**src/rtl/sipo_pkg.sv**
```systemverilog
package sipo_pkg;
   // Value presented on the parallel bus while the outputs are disabled
   typedef enum logic {
      OFF_ZERO = 1'b0,   // bus forced to zero
      OFF_HOLD = 1'b1    // bus keeps showing the latch, only valid drops
   } off_mode_e;
endpackage

```
**src/rtl/sipo_shift_chain.sv**
```systemverilog
module sipo_shift_chain #(
   parameter int WIDTH = 8
) (
   input  logic             clk,
   input  logic             rst_n,
   input  logic             clr_n,
   input  logic             shift_en,
   input  logic             ser_in,
   output logic [WIDTH-1:0] stages
);
   localparam int TOP = WIDTH - 1;

   logic             arst_n;
   logic [WIDTH-1:0] nxt;

   assign arst_n = rst_n & clr_n;

   // Per-stage input selection
   for (genvar k = 0; k < WIDTH; k++) begin : g_stage
      if (k == 0) begin : g_head
         assign nxt[k] = ser_in;
      end else begin : g_body
         assign nxt[k] = stages[k-1];
      end
   end

   always_ff @(posedge clk or negedge arst_n) begin
      if (!arst_n)       stages <= '0;
      else if (shift_en) stages <= nxt;
   end

   // one-position advance with the new bit at stage 0
   assert_shift_R2: assert property (@(posedge clk) disable iff (!rst_n || !clr_n)
      shift_en |=> (stages == {$past(stages[TOP-1:0]), $past(ser_in)}));

   // chain holds without a strobe
   assert_hold_R2: assert property (@(posedge clk) disable iff (!rst_n || !clr_n)
      !shift_en |=> $stable(stages));

   // clear empties every stage
   assert_clear_R6: assert property (@(posedge clk) disable iff (!rst_n)
      !clr_n |-> (stages == '0));
endmodule

```
**src/rtl/sipo_store_reg.sv**
```systemverilog
module sipo_store_reg #(
   parameter int WIDTH = 8
) (
   input  logic             clk,
   input  logic             rst_n,
   input  logic             store_en,
   input  logic [WIDTH-1:0] d,
   output logic [WIDTH-1:0] q
);
   always_ff @(posedge clk or negedge rst_n) begin
      if (!rst_n)        q <= '0;
      else if (store_en) q <= d;
   end

   // parallel capture of the chain
   assert_load_R4: assert property (@(posedge clk) disable iff (!rst_n)
      store_en |=> (q == $past(d)));

   // latch holds without a strobe
   assert_keep_R4: assert property (@(posedge clk) disable iff (!rst_n)
      !store_en |=> $stable(q));
endmodule

```
**src/rtl/sipo_out_drive.sv**
```systemverilog
module sipo_out_drive
   import sipo_pkg::*;
#(
   parameter int        WIDTH    = 8,
   parameter off_mode_e OFF_MODE = OFF_ZERO
) (
   input  logic             oe_n,
   input  logic [WIDTH-1:0] latch_q,
   output logic [WIDTH-1:0] data,
   output logic             valid
);
   assign valid = ~oe_n;

   if (OFF_MODE == OFF_ZERO) begin : g_mask
      assign data = oe_n ? '0 : latch_q;
   end else begin : g_pass
      assign data = latch_q;
   end
endmodule

```
**src/rtl/sipo_latch_reg.sv**
```systemverilog
module sipo_latch_reg
   import sipo_pkg::*;
#(
   parameter int        WIDTH    = 8,
   parameter off_mode_e OFF_MODE = OFF_ZERO
) (
   input  logic             clk,
   input  logic             rst_n,
   input  logic             clr_n,
   input  logic             ser_in,
   input  logic             shift_en,
   input  logic             store_en,
   input  logic             oe_n,
   output logic [WIDTH-1:0] par_data,
   output logic             par_valid,
   output logic             ser_out
);
   localparam int TOP = WIDTH - 1;

   if (WIDTH < 2) begin : g_bad_width
      $error("sipo_latch_reg: WIDTH must be at least 2");
   end

   logic [WIDTH-1:0] stages;
   logic [WIDTH-1:0] latch_q;

   sipo_shift_chain #(.WIDTH(WIDTH)) chain_i (
      .clk      (clk),
      .rst_n    (rst_n),
      .clr_n    (clr_n),
      .shift_en (shift_en),
      .ser_in   (ser_in),
      .stages   (stages)
   );

   sipo_store_reg #(.WIDTH(WIDTH)) latch_i (
      .clk      (clk),
      .rst_n    (rst_n),
      .store_en (store_en),
      .d        (stages),
      .q        (latch_q)
   );

   sipo_out_drive #(.WIDTH(WIDTH), .OFF_MODE(OFF_MODE)) drive_i (
      .oe_n    (oe_n),
      .latch_q (latch_q),
      .data    (par_data),
      .valid   (par_valid)
   );

   assign ser_out = stages[TOP];

   // serial tap follows the stage below it after each shift
   assert_serout_R3: assert property (@(posedge clk) disable iff (!rst_n || !clr_n)
      shift_en |=> (ser_out == $past(stages[TOP-1])));

   // latch sees the chain from before a coincident shift
   assert_lag_R5: assert property (@(posedge clk) disable iff (!rst_n || !clr_n)
      (shift_en && store_en) |=> (latch_q == $past(stages)));

   // store during clear captures zero
   assert_zero_R7: assert property (@(posedge clk) disable iff (!rst_n)
      (!clr_n && store_en) |=> (latch_q == '0));

   // enabled bus reflects the latch
   assert_drive_R8: assert property (@(posedge clk) disable iff (!rst_n)
      !oe_n |-> (par_valid && (par_data == latch_q)));

   // clear leaves the latch untouched
   assert_keep_R6: assert property (@(posedge clk) disable iff (!rst_n)
      (!clr_n && !store_en) |=> $stable(latch_q));
endmodule

```
**config.mk**
```make
export PLATFORM = sky130hd
export DESIGN_NAME = sipo_latch_reg
export DESIGN_NICKNAME = d
export VERILOG_FILES = /design/src/rtl/sipo_pkg.sv /design/src/rtl/sipo_shift_chain.sv /design/src/rtl/sipo_store_reg.sv /design/src/rtl/sipo_out_drive.sv /design/src/rtl/sipo_latch_reg.sv
export SDC_FILE = /design/constraint.sdc
export NUM_CORES = 1
export LEC_CHECK = 0
export CORE_AREA = 2 2 39 41
export DETAILED_ROUTE_END_ITERATION = 7
export DIE_AREA = 0 0 41 43
export DONT_BUFFER_PORTS = 1
export PLACE_DENSITY = 0.75
export SYNTH_ARGS = -nofsm -noshare
export SYNTH_HDL_FRONTEND = slang
export SYNTH_SLANG_ARGS = --single-unit
```
**constraint.sdc**
```tcl
create_clock -name clk -period 1.64 [get_ports clk]
set_input_delay 0.246 -clock clk [delete_from_list [all_inputs] [get_ports clk]]
set_output_delay 0.246 -clock clk [all_outputs]
set_load 0.03 [all_outputs]
```
Word level (Yosys, flattened, before mapping). Index checks and enable logic that the tools add are counted.

Register bits after elaboration: 16. Word-level logic and storage cells: 5.

Muxes and demuxes: 1. Bitwise operators: 2.

Operators with widths (number): $mux W8 (1); $and A1 B1 Y1 (1); $not A1 Y1 (1).

Longest topological paths before layout. Gate-level depths: netlist of run 1.

Depth after elaboration: 1. Gate-level depth with buffers: 2. Mapped depth without buffers: 1.

Modules after synthesis. A second synthesis of run 1 with hierarchy kept.

Cells, all modules: 44. Area, all modules: 723.2 sq um.

By module, submodules not included: sipo_shift_chain (instances 1, sequential area each 200.2 sq um, cells each 18, area each 337.8 sq um); sipo_store_reg (instances 1, sequential area each 200.2 sq um, cells each 17, area each 331.6 sq um); sipo_out_drive (instances 1, sequential area each 0.0 sq um, cells each 9, area each 53.8 sq um).

Least setup slack after synthesis of run 1. No wires, ideal clock.

Path kind: register to output. From: register latch_i.q[0]. To: output port par_data[0]. Arrival time: 0.779 ns. Stages on the path, launching flop included: 2. Data required time: 1.394 ns. Setup slack: 0.615 ns. Cell sequence: dfrtp_1 > nor2b_1.

Cells in the longest elaborated chain, start to end: 1.

RTL lines: from (decl) (RTL line sipo_store_reg.sv:8) `output logic [WIDTH-1:0] q`; from (signal assigned) (RTL line sipo_store_reg.sv:11) `if (!rst_n) q <= '0;`; from (signal assigned) (RTL line sipo_store_reg.sv:12) `else if (store_en) q <= d;`; $mux W8 (RTL line sipo_out_drive.sv:15) `assign data = oe_n ? '0 : latch_q;`; to (decl) (RTL line sipo_latch_reg.sv:14) `output logic [WIDTH-1:0] par_data,`.

Every way passes these cells.

Final worst setup path of run 1.
From: register latch_i.q[1]. To: output port par_data[1].

Same word-level chain as after synthesis.

==> results.yml, run 1 <==
clock_network:
  root_buffer: "clkbuf_4"
  cts_tree: "yes"
  clockBufferDepth: 2
  cts.sinks: 16
  ctsHoldBuffers: 2
  cts_resized: 0
  postCtsSetupBuffers: 0
  clk_pin_slew_worst_paths_ns: 0.09
  htreeDepth: 1
  worstSkewPairLatency_ns: 0.28
  numCtsBuffers: 3
placement:
  dpl_cell_area_um2: 751
  dpl.cell_count: 62
  port_buffers: 0
  dp_hpwl_um: 864
  finalWeightedCongestion: 0.701
  dpl_worst_slack_ns: 0.552
power:
  vdd_drop_max_mv: 0.598
  switching_share_pct: 29.1
  p_seq_share_pct: 51.1
  pwr-share-clk_pct: 20.7
  p_int_mw: 0.854
  p_comb_share_pct: 28.2
  powerDensity_nw_per_um2: 1490
  leakagePower_nw: 0.401
  p_sw_mw: 0.350
detailed_routing:
  drt-total-wl_mm: 1.06
  wire_per_inst_um: 15.6
  firstDrtPassIters: 2
  viasPerCell: 5.18
  antenna_left: 0
  post-route-drc-count: 0
  drtIter0Drc: 4
  num_vias: 352
global_routing:
  grt_pass1_wl_mm: 1.72
  grt_remaining_overflow: 0
  antenna_found_initial: 0
  grt_pass1_vias: 355
  grt_max_degree: 10
  grt_usage_pct: 15.6
worst_setup_path:
  worst_ep_required_time_ns: 1.39
  critPathTopFamily: "simple AND/OR/NAND/NOR gates"
  cp.arrival_ns: 1.15
  crit_fanout: 2
  cp_num_buf_inv: 0
  path_class: "flop to output pin"
  cp-start-kind: "flop"
  cpPeakStageDelay_ns: 0.49
  r2r_slack_ns: 0.71
  crit_path_end_kind: "output pin"
  cp_slowest_cell: "nor2b_1"
  crit_chain: "nor2b_1"
sta:
  grt_setup_unrepaired: "false"
  relSlewSlack_pct: 61.6
  finalMaxSlewViolations: 0
  fin_worst_skew_ns: 0.00703
  worst_slack_ns: 0.241
  tns_ns: 0
  fin_crit_sh_pct: 85.3
  hold_viol_final: 0
  post-route-min-period_ns: 1.40
  fmax_ghz: 0.715
  setup_viol: 0
  worstMarginPinSlew_ns: 0.575
die:
  die_w_um: 41
  fp.dieH_um: 43
  start_util_pct: 52.3
  die_area_um2: 1760
  io_pins: 17
  rows: 14
  core_um2: 1380
cells_and_area:
  area_growth_pct: 11.6
  fillers: 106
  multiInputGateArea_um2: 297
  drive_gt1_share_pct: 46.2
  design_area_um2: 807
  finalNonFillerCells: 68
  diodes: 0
  fin_nets: 60
  layout.area.seq_um2: 400
synth:
  ys_top_cells_by_area: "dfrtp_1, mux2_4, nor2b_1"
  synth_top_area_share_pct: 55.4
  ys_seq_area_share_pct: 55.4
  synthCells: 44
  syn_area_um2: 723
  ys_ff_latch: 16
  synth_area_per_cell_um2: 16.4
  synth_area_leader_cell: "dfrtp_1"
  synth.net_count: 51
  yosysWarnings: 0
  ys_types: 6
run_status:
  status: "finished, final reports clean"
flow_run:
  maxCapViolations: 0
min_path:
  hold_path_class: "input port to flop"
[power groups by stage]
| stage | Sequential [mW] | Combinational, mW | Clock [mW] |
|---|---|---|---|
| global route | 0.635 | 0.363 | 0.283 |
| CTS | 0.619 | 0.343 | 0.261 |
| detailed placement | 0.627 | 0.334 | 0 |
| finish | 0.615 | 0.339 | 0.249 |
| floorplan | 0.589 | 0.300 | 0 |
| global placement | 0.611 | 0.329 | 0 |
[per-stage QoR]
step                      hold slack [ns]  utilization [%]  power (mW)
after floorplan                   -0.0496                -       0.889
after global placement            -0.0494             54.2       0.940
after detailed placement          -0.0493             54.2       0.961
after CTS                          0.0923             58.3        1.22
after global routing               0.0899             58.3        1.28
final                               0.104             58.3        1.20
[routing by layer]
metal | part of all wire (%) | global-route usage (%)
met4 | 0 | 10.0
met2 | 50 | 21.9
met3 | 4.8 | 3.66
met1 | 45 | 20.8
met5 | 0 | 0
[layout make-up]
class                           instances  area share (%)
Inverter                                1           0.465
Timing Repair Buffer                    6            6.20
Multi-Input combinational cell         25            36.7
Tap cell                               16            2.48
Clock buffer                            4            4.50
Sequential cell                        16            49.6
[logic make-up (layout without fill, tap and decap cells)]
group	count (synthesis)	in the layout	share of synthesized area, %
muxes	16	16	33.2
DFF	16	16	55.4
and+or+nand+nor	9	9	7.79
buffers and inverters	3	11	3.63
[path summary, 6_finish.rpt]
| path | startpoint | end | cells after the start |
|---|---|---|---|
| max in group asynchronous | rst_n | chain_i.stages[7] | 2 |
| worst min-delay path | ser_in | chain_i.stages[0] | 1 |
| worst min register to register | latch_i.q[6] | latch_i.q[6] | 1 |
| worst max register to register | chain_i.stages[7] | chain_i.stages[7] | 1 |
| min in group asynchronous | rst_n | latch_i.q[1] | 1 |
| worst max-delay path | latch_i.q[1] | par_data[1] | 1 |
[cell usage in the layout (no fill, tap or decap)]
| cell type | netlist | routed |
|---|---|---|
| dfrtp_1 | 16 | 16 |
| clkbuf_8 | 0 | 1 |
| mux2_4 | 16 | 16 |
| inv_1 | 1 | 1 |
| nor2b_1 | 8 | 8 |
| and2_1 | 1 | 1 |
| buf_4 | 0 | 4 |
| clkbuf_4 | 0 | 3 |
| dlygate4sd3_1 | 0 | 2 |
[cells in the mapped netlist]
master / number
buf_6: 2
dfrtp_1: 16
nor2b_1: 8
mux2_4: 16
and2_1: 1
inv_1: 1
[state kept, by name, indices dropped and copies added (netlist names)]
name            cells
latch_i.q           8
chain_i.stages      8
Note: power is estimated with default switching activity, not from simulation.
==> inputs of run 2 (changes only) <==
--- a/config.mk
+++ b/config.mk
@@ -5,11 +5,10 @@
 export SDC_FILE = /design/constraint.sdc
 export NUM_CORES = 1
 export LEC_CHECK = 0
-export CORE_AREA = 2 2 39 41
+export BUFFER_PORTS_ARGS = -buffer_cell sky130_fd_sc_hd__buf_2
+export CORE_UTILIZATION = 54
 export DETAILED_ROUTE_END_ITERATION = 7
-export DIE_AREA = 0 0 41 43
-export DONT_BUFFER_PORTS = 1
-export PLACE_DENSITY = 0.75
+export PLACE_DENSITY = 0.85
 export SYNTH_ARGS = -nofsm -noshare
 export SYNTH_HDL_FRONTEND = slang
 export SYNTH_SLANG_ARGS = --single-unit
==> constraint.sdc (replaced) <==
create_clock -name clk -period 1.64 [get_ports clk]
set_input_delay 0.246 -clock clk [delete_from_list [all_inputs] [get_ports clk]]
set_output_delay 0.246 -clock clk [all_outputs]
set_load 0.02 [all_outputs]
==> results.yml, run 2 (synthesized netlist as in run 1, its figures left out) <==
sta:
  fin_worst_skew_ns: 0.000630
  fmax_ghz: 0.829
  fin_crit_sh_pct: 73.6
  finalMaxSlewViolations: 0
  setup_viol: 0
  worstMarginPinSlew_ns: 0.339
  hold_viol_final: 0
  post-route-min-period_ns: 1.21
  tns_ns: 0
  relSlewSlack_pct: 77.4
  grt_setup_unrepaired: "false"
placement:
  finalWeightedCongestion: 0.645
  dpl_cell_area_um2: 798
  port_buffers: 16
cells_and_area:
  diodes: 0
  fin_nets: 72
  utilization_pct: 73.0
  multiInputGateArea_um2: 297
  fillers: 80
  reg.largest.list: "chain_i.stages (8), latch_i.q (8)"
  drive_gt1_share_pct: 56.3
  area_growth_pct: 18.2
  design_area_um2: 855
  layout.area.seq_um2: 400
  mostFrequentLayoutCells: "mux2_4, dfrtp_1, buf_2"
die:
  die_area_um2: 1490
  rows: 12
  start_util_pct: 61.8
  io_pins: 17
  die_w_um: 38.6
  core_um2: 1170
  fp.dieH_um: 38.6
clock_network:
  clockBufferDepth: 2
  numCtsBuffers: 3
  clk_pin_slew_worst_paths_ns: 0.08
  cts_resized: 0
  cts_tree: "yes"
  cts.sinks: 16
  root_buffer: "clkbuf_4"
  htreeDepth: 1
  worstSkewPairLatency_ns: 0.28
worst_setup_path:
  worst_ep_required_time_ns: 1.39
  path_class: "flop to output pin"
  cp.arrival_ns: 0.96
  crit_path_end_kind: "output pin"
  crit_fanout: 2
  cp-start-kind: "flop"
detailed_routing:
  num_vias: 391
  firstDrtPassIters: 2
  drtIter0Drc: 2
  post-route-drc-count: 0
  drt-total-wl_mm: 1.01
  viasPerCell: 5.01
  wire_per_inst_um: 12.9
  antenna_left: 0
flow_run:
  maxCapViolations: 0
power:
  powerDensity_nw_per_um2: 1390
  vdd_drop_max_mv: 0.874
  leakagePower_nw: 0.450
global_routing:
  grt_max_degree: 10
  grt_pass1_vias: 359
  grt_pass1_wl_mm: 1.64
  grt_usage_pct: 18.5
  grt_remaining_overflow: 0
  antenna_found_initial: 0
min_path:
  hold_path_class: "input port to flop"
run_status:
  status: "finished, final reports clean"
==> run 2: power by group <==
group          switching, mW  internal [mW]  leakage (nW)
Sequential            0.0809          0.509         0.194
Clock                  0.114          0.135        0.0210
Combinational          0.131          0.218         0.236
==> run 2: layout make-up <==
| class | count | share of cell area [%] |
|---|---|---|
| well taps | 14 | 2.05 |
| clock buffers | 4 | 4.25 |
| repair buffers | 18 | 11.7 |
| inverters | 1 | 0.439 |
| flip-flops and latches | 16 | 46.9 |
| multi-input cells | 25 | 34.7 |
==> run 2: final timing paths <==
| check | from | endpoint | slack, ns | cells past startpoint |
|---|---|---|---|---|
| min in group asynchronous | rst_n | latch_i.q[5] | 0.32 | 2 |
| max reg2reg | chain_i.stages[0] | chain_i.stages[0] | 0.82 | 1 |
| min reg2reg | latch_i.q[0] | latch_i.q[0] | 0.51 | 1 |
| max | latch_i.q[3] | par_data[3] | 0.43 | 2 |
| min | ser_in | chain_i.stages[0] | 0.22 | 2 |
| max in group asynchronous | rst_n | chain_i.stages[2] | 0.76 | 3 |
==> run 2: per-stage QoR <==
stage | power, mW | setup WS [ns] | cells | hold WS (ns)
global route | 1.27 | 0.358 | 78 | 0.201
detailed placement | 0.951 | 0.696 | 72 | 0.0910
finish | 1.19 | 0.433 | 78 | 0.215
floorplan | 0.852 | 0.743 | 44 | -0.0496
global placement | 0.929 | 0.722 | 72 | 0.0903
CTS | 1.20 | 0.427 | 78 | 0.213
==> run 2: worst max-delay path, stage by stage (launching register included) <==
cell     delay (ns)
dfrtp_1        0.40
nor2b_1        0.13
buf_2          0.15
==> run 2: layer usage <==
layer  GRT usage [%]  share of wire [%]
met3            5.20                5.6
met2            29.6                 50
met1            21.0                 40
met5               0                  0
met4            12.9                3.9
==> run 2: what timing repair did <==
item / 4_1_cts / 5_1_grt
hold buffers: 2 / 0
setup buffers: 0 / 0
endpoints found under the hold margin: 16 / 0
